===== src/rtl/stkdp_pkg.sv =====
`timescale 1ns/1ps
package stkdp_pkg;

  localparam int OPW = 13;

  typedef enum logic [3:0] {
    TS_T     = 4'd0,
    TS_N     = 4'd1,
    TS_ADD   = 4'd2,
    TS_SUB   = 4'd3,
    TS_XOR   = 4'd4,
    TS_AND   = 4'd5,
    TS_OR    = 4'd6,
    TS_INV   = 4'd7,
    TS_EQ    = 4'd8,
    TS_LTS   = 4'd9,
    TS_LTU   = 4'd10,
    TS_HALF  = 4'd11,
    TS_DBL   = 4'd12,
    TS_R     = 4'd13,
    TS_IORD  = 4'd14,
    TS_DEPTH = 4'd15
  } tsel_e;

  // Field layout of the instruction word, MSB first
  typedef struct packed {
    logic       ret;
    logic [1:0] rstep;
    logic [1:0] dstep;
    logic       n_io;
    logic       n_mem;
    logic       t_r;
    logic       t_n;
    tsel_e      tsel;
  } op_t;

endpackage


===== src/rtl/stkdp_alu.sv =====
`timescale 1ns/1ps
module stkdp_alu #(
  parameter int DW = 16,
  parameter int PW = 4
) (
  input  stkdp_pkg::tsel_e tsel,
  input  logic [DW-1:0]    t,
  input  logic [DW-1:0]    n,
  input  logic [DW-1:0]    r,
  input  logic [PW-1:0]    depth,
  output logic [DW-1:0]    res
);
  import stkdp_pkg::*;

  localparam logic [DW-1:0] ALL1 = '1;
  localparam logic [DW-1:0] ALL0 = '0;

  always_comb begin
    unique case (tsel)
      TS_T:     res = t;
      TS_N:     res = n;
      TS_ADD:   res = t + n;
      TS_SUB:   res = n - t;
      TS_XOR:   res = t ^ n;
      TS_AND:   res = t & n;
      TS_OR:    res = t | n;
      TS_INV:   res = ~t;
      TS_EQ:    res = (n == t) ? ALL1 : ALL0;
      TS_LTS:   res = ($signed(n) < $signed(t)) ? ALL1 : ALL0;
      TS_LTU:   res = (n < t) ? ALL1 : ALL0;
      TS_HALF:  res = {t[DW-1], t[DW-1:1]};
      TS_DBL:   res = {t[DW-2:0], 1'b0};
      TS_R:     res = r;
      TS_DEPTH: res = DW'(depth);
      default:  res = t;   // I/O fetch: T loaded later from the port
    endcase
  end
endmodule


===== src/rtl/stkdp_lifo.sv =====
`timescale 1ns/1ps
// Circular register-file stack; DEPTH must be a power of two so the
// pointer wraps naturally.
module stkdp_lifo #(
  parameter  int DW    = 16,
  parameter  int DEPTH = 16,
  localparam int PW    = $clog2(DEPTH)
) (
  input  logic          clk,
  input  logic          rst_n,
  input  logic          en,
  input  logic [1:0]    step,
  input  logic          wr,
  input  logic [DW-1:0] wdata,
  output logic [DW-1:0] top,
  output logic [PW-1:0] ptr
);
  logic [PW-1:0] ptr_q, ptr_d;
  logic [DW-1:0] slot [DEPTH];

  always_comb begin
    unique case (step)
      2'b01:   ptr_d = ptr_q + PW'(1);
      2'b11:   ptr_d = ptr_q - PW'(1);
      default: ptr_d = ptr_q;
    endcase
  end

  always_ff @(posedge clk or negedge rst_n) begin
    if (!rst_n)  ptr_q <= '0;
    else if (en) ptr_q <= ptr_d;
  end

  for (genvar i = 0; i < DEPTH; i++) begin : g_slot
    logic slot_en;
    assign slot_en = en && wr && (ptr_d == PW'(i));
    always_ff @(posedge clk or negedge rst_n) begin
      if (!rst_n)       slot[i] <= '0;
      else if (slot_en) slot[i] <= wdata;
    end
  end

  assign top = slot[ptr_q];
  assign ptr = ptr_q;
endmodule


===== src/rtl/stack_datapath.sv =====
`timescale 1ns/1ps
module stack_datapath #(
  parameter  int DW    = 16,
  parameter  int DEPTH = 16,
  localparam int PW    = $clog2(DEPTH)
) (
  input  logic                    clk,
  input  logic                    rst_n,
  input  logic                    op_valid,
  input  logic [stkdp_pkg::OPW-1:0] op_word,
  input  logic [DW-1:0]           io_rdata,
  output logic [DW-1:0]           t_out,
  output logic [DW-1:0]           n_out,
  output logic [DW-1:0]           r_out,
  output logic [PW-1:0]           depth_out,
  output logic                    hold,
  output logic                    ret_pulse,
  output logic                    mem_we,
  output logic [DW-1:0]           mem_addr,
  output logic [DW-1:0]           mem_wdata,
  output logic                    io_we,
  output logic                    io_rd,
  output logic [DW-1:0]           io_addr,
  output logic [DW-1:0]           io_wdata
);
  import stkdp_pkg::*;

  op_t           op;
  logic          accept;
  logic [DW-1:0] t_q, t_d, alu_res, n_top, r_top;
  logic          t_en;
  logic          pend_q, pend_d;
  logic [PW-1:0] dptr, rptr;

  assign op     = op_t'(op_word);
  assign accept = op_valid && !pend_q;

  stkdp_alu #(.DW(DW), .PW(PW)) u_alu (
    .tsel  (op.tsel),
    .t     (t_q),
    .n     (n_top),
    .r     (r_top),
    .depth (dptr),
    .res   (alu_res)
  );

  stkdp_lifo #(.DW(DW), .DEPTH(DEPTH)) u_dstk (
    .clk   (clk),
    .rst_n (rst_n),
    .en    (accept),
    .step  (op.dstep),
    .wr    (op.t_n),
    .wdata (t_q),
    .top   (n_top),
    .ptr   (dptr)
  );

  stkdp_lifo #(.DW(DW), .DEPTH(DEPTH)) u_rstk (
    .clk   (clk),
    .rst_n (rst_n),
    .en    (accept),
    .step  (op.rstep),
    .wr    (op.t_r),
    .wdata (t_q),
    .top   (r_top),
    .ptr   (rptr)
  );

  // Next-state for T and the I/O fetch pending flag
  always_comb begin
    pend_d = accept && (op.tsel == TS_IORD);
    t_en   = pend_q || (accept && (op.tsel != TS_IORD));
    t_d    = pend_q ? io_rdata : alu_res;
  end

  always_ff @(posedge clk or negedge rst_n) begin
    if (!rst_n)    t_q <= '0;
    else if (t_en) t_q <= t_d;
  end

  always_ff @(posedge clk or negedge rst_n) begin
    if (!rst_n) pend_q <= 1'b0;
    else        pend_q <= pend_d;
  end

  assign t_out     = t_q;
  assign n_out     = n_top;
  assign r_out     = r_top;
  assign depth_out = dptr;
  assign hold      = pend_q;
  assign ret_pulse = accept && op.ret;
  assign mem_we    = accept && op.n_mem;
  assign mem_addr  = t_q;
  assign mem_wdata = n_top;
  assign io_we     = accept && op.n_io;
  assign io_rd     = pend_d;
  assign io_addr   = t_q;
  assign io_wdata  = n_top;

  logic unused_rptr;
  assign unused_rptr = ^rptr;
endmodule


===== config.mk =====
export PLATFORM = sky130hd
export DESIGN_NAME = stack_datapath
export DESIGN_NICKNAME = d
export VERILOG_FILES = /design/src/rtl/stkdp_pkg.sv /design/src/rtl/stkdp_alu.sv /design/src/rtl/stkdp_lifo.sv /design/src/rtl/stack_datapath.sv
export SDC_FILE = /design/constraint.sdc
export NUM_CORES = 1
export LEC_CHECK = 0
export BUFFER_PORTS_ARGS = -buffer_cell sky130_fd_sc_hd__buf_2
export CORE_AREA = 2 2 173 344
export DETAILED_ROUTE_END_ITERATION = 7
export DIE_AREA = 0 0 175 346
export GPL_ROUTABILITY_DRIVEN = 0
export GPL_TIMING_DRIVEN = 0
export PLACE_DENSITY = 0.71
export SYNTH_ARGS = -nofsm -noshare
export SYNTH_HDL_FRONTEND = slang
export SYNTH_SLANG_ARGS = --single-unit

===== constraint.sdc =====
create_clock -name clk -period 4.2 [get_ports clk]
set_clock_uncertainty 0.15 [all_clocks]
set_input_delay 0.84 -clock clk [delete_from_list [all_inputs] [get_ports clk]]
set_output_delay 0.84 -clock clk [all_outputs]
set_load 0.02 [all_outputs]

# Word level (Yosys, flattened, before mapping)
# Cells that the tools add are included.
[word_totals] reg_bits=537 output_inout_bits=121 inputBits=32 wordCells=166
[op_classes] muxes=13 eq_ne=52 addsub=6 n_lt_le_gt_ge=4 n_bitwise=6 reduce_logical=48
[ops] cell="$pmux 16 s14" n=1
[ops] cell="$bmux 16 s4" n=2
[ops] cell="$mux 16" n=8
[ops] cell="$eq 4x4->1 const B" n=24
[ops] cell="$eq 4x3->1 const B" n=12
[ops] cell="$logic_and 1x1->1" n=40
[ops] cell="$lt 16x16->1" n=2
[ops] cell="$eq 4x2->1 const B" n=6
[ops] cell="$add 16x16->16" n=1
[ops] cell="$and 16x16->16" n=1
[ops] cell="$eq 16x16->1" n=1
[ops] cell="$not 16->16" n=1
[ops] cell="$or 16x16->16" n=1
[ops] cell="$pmux 4 s2" n=2
[ops] cell="$sub 16x16->16" n=1
[ops] cell="$xor 16x16->16" n=1
[ops] cell="$reduce_bool 15->1" n=1
[ops] cell="$reduce_bool 14->1" n=1
[ops] cell="$eq 4x1->1 const B" n=3
[ops] cell="$ge 5x5->1 const B" n=2
[ops] cell="$not 4->5" n=2
[ops] cell="$add 4x1->4 const B" n=2
[ops] cell="$logic_not 4->1" n=2
[ops] cell="$sub 4x1->4 const B" n=2
[ops] cell="other kinds (8)" n=10

# Depth between registers and ports, before layout
[depth] ltp_word=8 mapped_depth=16 mapped_depth_nobuf=13

# Hierarchy
# Synthesis repeated with hierarchy kept, for this count alone.
[hier_totals] cells_unflattened=2069 hier_area_um2=29173.0
[by_module_without_submodules] module="stkdp_lifo at u_rstk" cells_each=709 area_each_um2=12256.8 instances=1 seq_area_each_um2=6506.2
[by_module_without_submodules] module="stkdp_lifo at u_dstk" cells_each=709 area_each_um2=12080.3 instances=1 seq_area_each_um2=6506.2
[by_module_without_submodules] module="stkdp_alu" cells_each=527 area_each_um2=3530.9 instances=1 seq_area_each_um2=0.0
[by_module_without_submodules] module="stack_datapath" cells_each=124 area_each_um2=1305.0 instances=1 seq_area_each_um2=425.4

# Worst setup path after synthesis
# No wires, ideal clock.
[synth_path] path_type="reg-to-reg" start="register u_dstk.ptr_q[1], in the netlist u_dstk.ptr[1]" end="register t_q[13], in the netlist io_addr[13]" synth_period_minus_slack_ps=4512 t_required_ps=3910 path_stages_with_launch=16 path_buffers=5 arrival_ps=4222 setup_ps=140 slack_ps=-312 path_cell_list="dfrtp_1 > buf_2 > buf_2 > buf_1 > mux4_2 > mux4_2 > inv_1 > ha_1 > clkbuf_1 > a221oi_1 > o21ai_0 > o21ai_1 > o211ai_2 > buf_2 > a2111oi_0 > a31oi_1"
[synth_via] elab_chain_len=8 elab_cells_between_ends=17 cone_classes="add/sub (2); order compare (2); eq/ne (1); mux (8); bitwise (4)"
[synth_rtl] item="start, declared" line_no="stkdp_lifo.sv:18" text="logic [PW-1:0] ptr_q, ptr_d;"
[synth_rtl] item="start signal, assigned" line_no="stkdp_lifo.sv:31" text="else if (en) ptr_q <= ptr_d;"
[synth_rtl] item="$not 4->5 (not written as such) *" line_no="stkdp_lifo.sv:43" text="assign top = slot[ptr_q];"
[synth_rtl] item="$bmux 16 s4 *" line_no="stkdp_lifo.sv:43"
[synth_rtl] item="$mux 16 (not written as such) * (2 in series)" line_no="stkdp_lifo.sv:43"
[synth_rtl] item="net io_wdata[3]" line_no="stack_datapath.sv:24" text="output logic [DW-1:0] io_wdata"
[synth_rtl] item="$lt 16x16->1, or another cell as far along" line_no="stkdp_alu.sv:30" text="TS_LTU: res = (n < t) ? ALL1 : ALL0;"
[synth_rtl] item="$mux 16, on equally long branches" line_no="stkdp_alu.sv:30, stkdp_alu.sv:28, stkdp_alu.sv:29"
[synth_rtl] item="$pmux 16 s14 *" line_no="stkdp_alu.sv:19" text="unique case (tsel)"
[synth_rtl] item="$mux 16 *" line_no="stack_datapath.sv:73" text="t_d = pend_q ? io_rdata : alu_res;"
[synth_rtl] item="end signal, assigned" line_no="stack_datapath.sv:78" text="else if (t_en) t_q <= t_d;"
[synth_rtl] item="end, declared" line_no="stack_datapath.sv:30" text="logic [DW-1:0] t_q, t_d, alu_res, n_top, r_top;"
# The timed path passes the listed nets; every way through them passes the cells marked *. The select of a mux whose other input is x is not followed.
# A chain may end at the register's enable or synchronous reset.

# Worst setup path in the final report
[layout_path] start="register u_dstk.ptr_q[0], in the netlist u_dstk.ptr[0]" end="register t_q[10], in the netlist io_addr[10]"
[layout_via] elab_chain_len=8 elab_cells_between_ends=17 cone_classes="add/sub (2); order compare (2); eq/ne (1); mux (8); bitwise (4)"
[layout_rtl] item="$not 4->5 (not written as such) *" line_no="stkdp_lifo.sv:43"
[layout_rtl] item="$bmux 16 s4 *" line_no="stkdp_lifo.sv:43"
[layout_rtl] item="$mux 16 (not written as such) * (2 in series)" line_no="stkdp_lifo.sv:43"
[layout_rtl] item="$lt 16x16->1, or another cell as far along" line_no="stkdp_alu.sv:30"
[layout_rtl] item="$mux 16, on equally long branches" line_no="stkdp_alu.sv:30, stkdp_alu.sv:28, stkdp_alu.sv:29"
[layout_rtl] item="$pmux 16 s14 *" line_no="stkdp_alu.sv:19"
[layout_rtl] item="$mux 16 *" line_no="stack_datapath.sv:73"
# Every way passes the cells marked *; elsewhere a longest branch is shown, timed or not. The select of a mux whose other input is x is not followed.

==> metrics.log <==
[metrics] CTS buffer count: 44
[metrics] nets: 2,486
[metrics] antenna viol nets, final: 0
[metrics] cell mode on critical path: buf_12
[metrics] initial antenna violation count: 7
[metrics] post-placement worst setup slack: -1.81 ns
[metrics] share of the yosys chip area belonging to registers: 0.468
[metrics] standard cell with the maximum stage delay on the critical path: mux4_2
[metrics] clock latency at the later pin of the worst-skew pair: 0.60 ns
[metrics] H-tree lvl count: 2
[metrics] worst reg2reg path endpoint: io_addr[10]
[metrics] Synth Register Bits: 537
[metrics] y dimension of the die: 346 um
[metrics] max-slew violations: 11
[metrics] data arrival time at the worst-slack endpoint: around 4.8 ns
[metrics] Total Die Area: 60,600 um^2
[metrics] fraction of layout cells with a size suffix above 1: 0.522
[metrics] cell family with most CP delay: compound AO/OA/AOI/OAI gates
[metrics] VDD IR-drop max: 455 uV
[metrics] final-layout setup total negative slack: -1.45 ns
[metrics] Post-Syn Nets: around 2,200
[metrics] stage delay of the slowest cell on the critical path: 0.57 ns
[metrics] largest net degree at the start of global routing: about 130
[metrics] hold_ws: 0.0373 ns
[metrics] GR Util All Layers: 0.317
[metrics] Worst Setup Start Kind: register
[metrics] RSZ-0062 raised after global routing: yes
[metrics] maximum number of buffers from clock root to sink: 3
[metrics] area leader, netlist: dfrtp_1
[metrics] critical path endpoint category: register
[metrics] DPL Wire Length: ~66,000 um
[metrics] number of hold buffers added after cts: 0
[metrics] Num Clock Sinks: 537
[metrics] crit-path cells: buf_12, buf_12, buf_4, mux4_2, mux4_2, buf_6, ha_4, fa_2, a211oi_2, o21bai_2, buf_12, o21ai_4, o21ai_4, o31ai_1, a211oi_2, o31ai_1
[metrics] most frequently used flop master after synthesis: dfrtp_1
[metrics] shortest period the worst path allows: 4.44 ns
[metrics] critical path start-end classification: reg -> reg
[metrics] fraction of post-synthesis cell area in the top cell type by area: 0.468
[metrics] Distinct cells, synth: 85
[metrics] final WL: 94,800 um
[metrics] initial standard-cell utilization of the core: 0.494
[metrics] combinational family with the most area after synthesis: multiplexers
[metrics] path type of the worst min-delay path: in -> async
[metrics] critical path buffer and inverter count: 5
[metrics] total via count after detailed routing: 20,466
[metrics] Yosys warning total: 0
[metrics] violated checks: DRC, capacitance limit, slew limit, setup timing
[metrics] core area: 58,000 um^2
[metrics] data required time at the worst endpoint: around 4.5 ns
[metrics] remaining global-route overflow: 0
[metrics] count of cells along the worst register-to-register path: 16
[metrics] number of max-capacitance violations reported: 1
[metrics] largest cells by area after synthesis: dfrtp_1, mux2_2, mux4_2
[metrics] post-synthesis compound-gate area fraction: 0.0607
[metrics] Synth Area in XOR/XNOR: 0.00659
[metrics] Top-Level Pins: about 150
[metrics] area of the multi-input gates: 14,400 um^2
[metrics] average instance area after synthesis: around 14 um^2
[metrics] Worst Setup Slack, final: -0.238 ns
[metrics] Clk pin slew, worst setup/hold paths: 0.09 ns
[metrics] most frequently used cell type in the post-synthesis netlist: dfrtp_1
[metrics] post-synthesis adder-cell area fraction: 0.0259
[metrics] slew of the pin with the lowest slew margin: 1.62 ns
[metrics] result of the run: finished, violations left
[metrics] area of the mapped netlist: between 20,000 and 30,000 um^2
[metrics] commonest cells in the synthesized netlist: dfrtp_1, mux2_2, mux4_2, clkbuf_1, nand2_1
[metrics] largest fanout on the critical path: 5
[metrics] cells after synthesis: 2,118
[metrics] Clock Root Buffer: clkbuf_16
[metrics] drt initial violations: 2,001
[metrics] DRC violation count after routing: 1
[metrics] Design Power: about 33,000 uW
[metrics] number of buffers inserted by port buffering: 150
[metrics] total of endpoints with negative setup slack in the final report: 15
[metrics] first-pass GRT wire length: 140,000 um
[metrics] simple-gate portion of the synthesized area: 0.0569
[metrics] share of async-settable or async-resettable flops after synthesis: 1.00
[metrics] Max Freq: 0.225 GHz
[metrics] Static Leak: 0.0155 uW
[metrics] share of synthesized area spent on multiplexers: 0.328
[metrics] final-layout fill cell count: 4,391
[metrics] via/cell ratio: 6.41
[metrics] Period Utilization, post-route: 1.06
[metrics] Crit Reg-Reg Startpoint: u_dstk.ptr[0]
[metrics] Die X-Extent: 175 um
[metrics] TritonCTS clock tree: yes
[metrics] share of the core filled with cells: 0.584
[metrics] vias in the first global route: 21,961
[metrics] length of the first detailed-routing pass in iterations: 8
[metrics] average wire length per cell after detail routing: 29.7 um
[metrics] Pwr per Cell Area: 965 nW/um^2
[metrics] Layout Area Growth over Synthesis: 18.2%
[metrics] Max transition margin: -0.0785
[metrics] reg2reg setup slack: -0.24 ns
[metrics] number of standard-cell rows in the floorplan: ~130
[metrics] register cell area after layout: 13,400 um^2
[metrics] Post-synth EDFFs: 0
[metrics] Final Hold Viols: 0
==> kinds of logic after synthesis <==
group | count (synthesis)
muxes | 680
DFF | 537
buffers and inverters | 305
and+or+nand+nor | 278
AOI/OAI and AO/OA | 248
adders and majority gates | 57
xor gates and xnor gates | 13
==> power by group <==
| part | switching (uW) | internal (uW) |
|---|---|---|
| clock | 1950 | 2540 |
| sequential | 1270 | 7250 |
| combinational | 10900 | 8820 |
| total | 14100 | 18600 |
==> metrics by stage <==
| stage | instances | area (um^2) |
|---|---|---|
| floorplan | 2118 | 28700 |
| global placement | 3030 | 30400 |
| detailed placement | 3036 | 30600 |
| CTS | 3159 | 33300 |
| global route | 3188 | 33900 |
| finish | 3192 | 33900 |
==> what timing repair did <==
action / 4_1_cts / 5_1_grt
hold endpoints to repair: 0 / 0
resized for setup: 159 / 80
setup endpoints to repair: 320 / 62
gates cloned: 4 / 0
pin swaps: 29 / 36
buffers inserted: 51 / 32
==> how the worst max path moves through the flow <==
| stage | from | endpoint | slack [ns] | cells after the start |
|---|---|---|---|---|
| global route | u_dstk.ptr[0] | io_addr[10] | -0.30 | 16 |
| finish | u_dstk.ptr[0] | io_addr[10] | -0.24 | 16 |
| global placement | rst_n | u_dstk.slot[105] | -7.94 | 1 |
| CTS | u_dstk.ptr[0] | io_addr[10] | 0.005 | 17 |
| detailed placement | u_dstk.ptr[1] | io_addr[7] | -1.81 | 14 |
| floorplan | u_dstk.ptr[0] | io_addr[13] | 0.001 | 15 |
==> state kept, by name (all words and copies together) (netlist names) <==
register	count
hold	1
io_addr	16
u_dstk.ptr	4
u_dstk.slot	256
u_rstk.ptr	4
u_rstk.slot	256
==> metal layers <==
metal  share of wire  wire length, um  up-vias  global-route usage
met2            0.50            47500     1179               0.536
li1                -                -     8344                   -
met4            0.11             9990        8               0.279
met3           0.077             7290      547              0.0955
met1            0.32            29900    10388               0.312
met5         0.00059               56        -            0.000817
==> layout make-up <==
cell class / instances / area share
Sequential cell: 537 / 0.396
Clock buffer: 62 / 0.0375
Timing Repair Buffer: 240 / 0.0520
Antenna cell: 4 / 0.000295
Clock inverter: 13 / 0.00727
Tap cell: 762 / 0.0281
Buffer: 243 / 0.0462
Inverter: 55 / 0.00650
Multi-Input combinational cell: 1276 / 0.426
==> placed cells by master (no fill, tap or decap), types with 7 or more instances in the layout <==
cell / synthesis / final
ha_2: 0 / 7
buf_12: 0 / 21
a21oi_1: 42 / 37
nor2_1: 39 / 37
dfrtp_1: 537 / 536
inv_2: 1 / 7
nand2_1: 86 / 85
a21o_1: 8 / 8
buf_6: 3 / 9
bufinv_16: 0 / 7
mux4_2: 155 / 155
nand3_1: 23 / 21
mux2_2: 513 / 513
o22ai_1: 19 / 18
nor3_1: 16 / 13
buf_2: 40 / 177
a211oi_1: 14 / 9
xnor2_1: 8 / 7
clkbuf_2: 0 / 11
buf_4: 85 / 153
inv_1: 54 / 47
clkbuf_16: 0 / 45
nor2b_1: 16 / 15
nor3_4: 12 / 17
nand3_2: 16 / 18
clkbuf_8: 0 / 12
nand2b_1: 14 / 13
a221oi_1: 16 / 13
ha_1: 53 / 35
ha_4: 0 / 11
o21ai_0: 45 / 37
o221ai_1: 8 / 8
clkbuf_1: 115 / 99
Power figures use the tool's default switching activity.
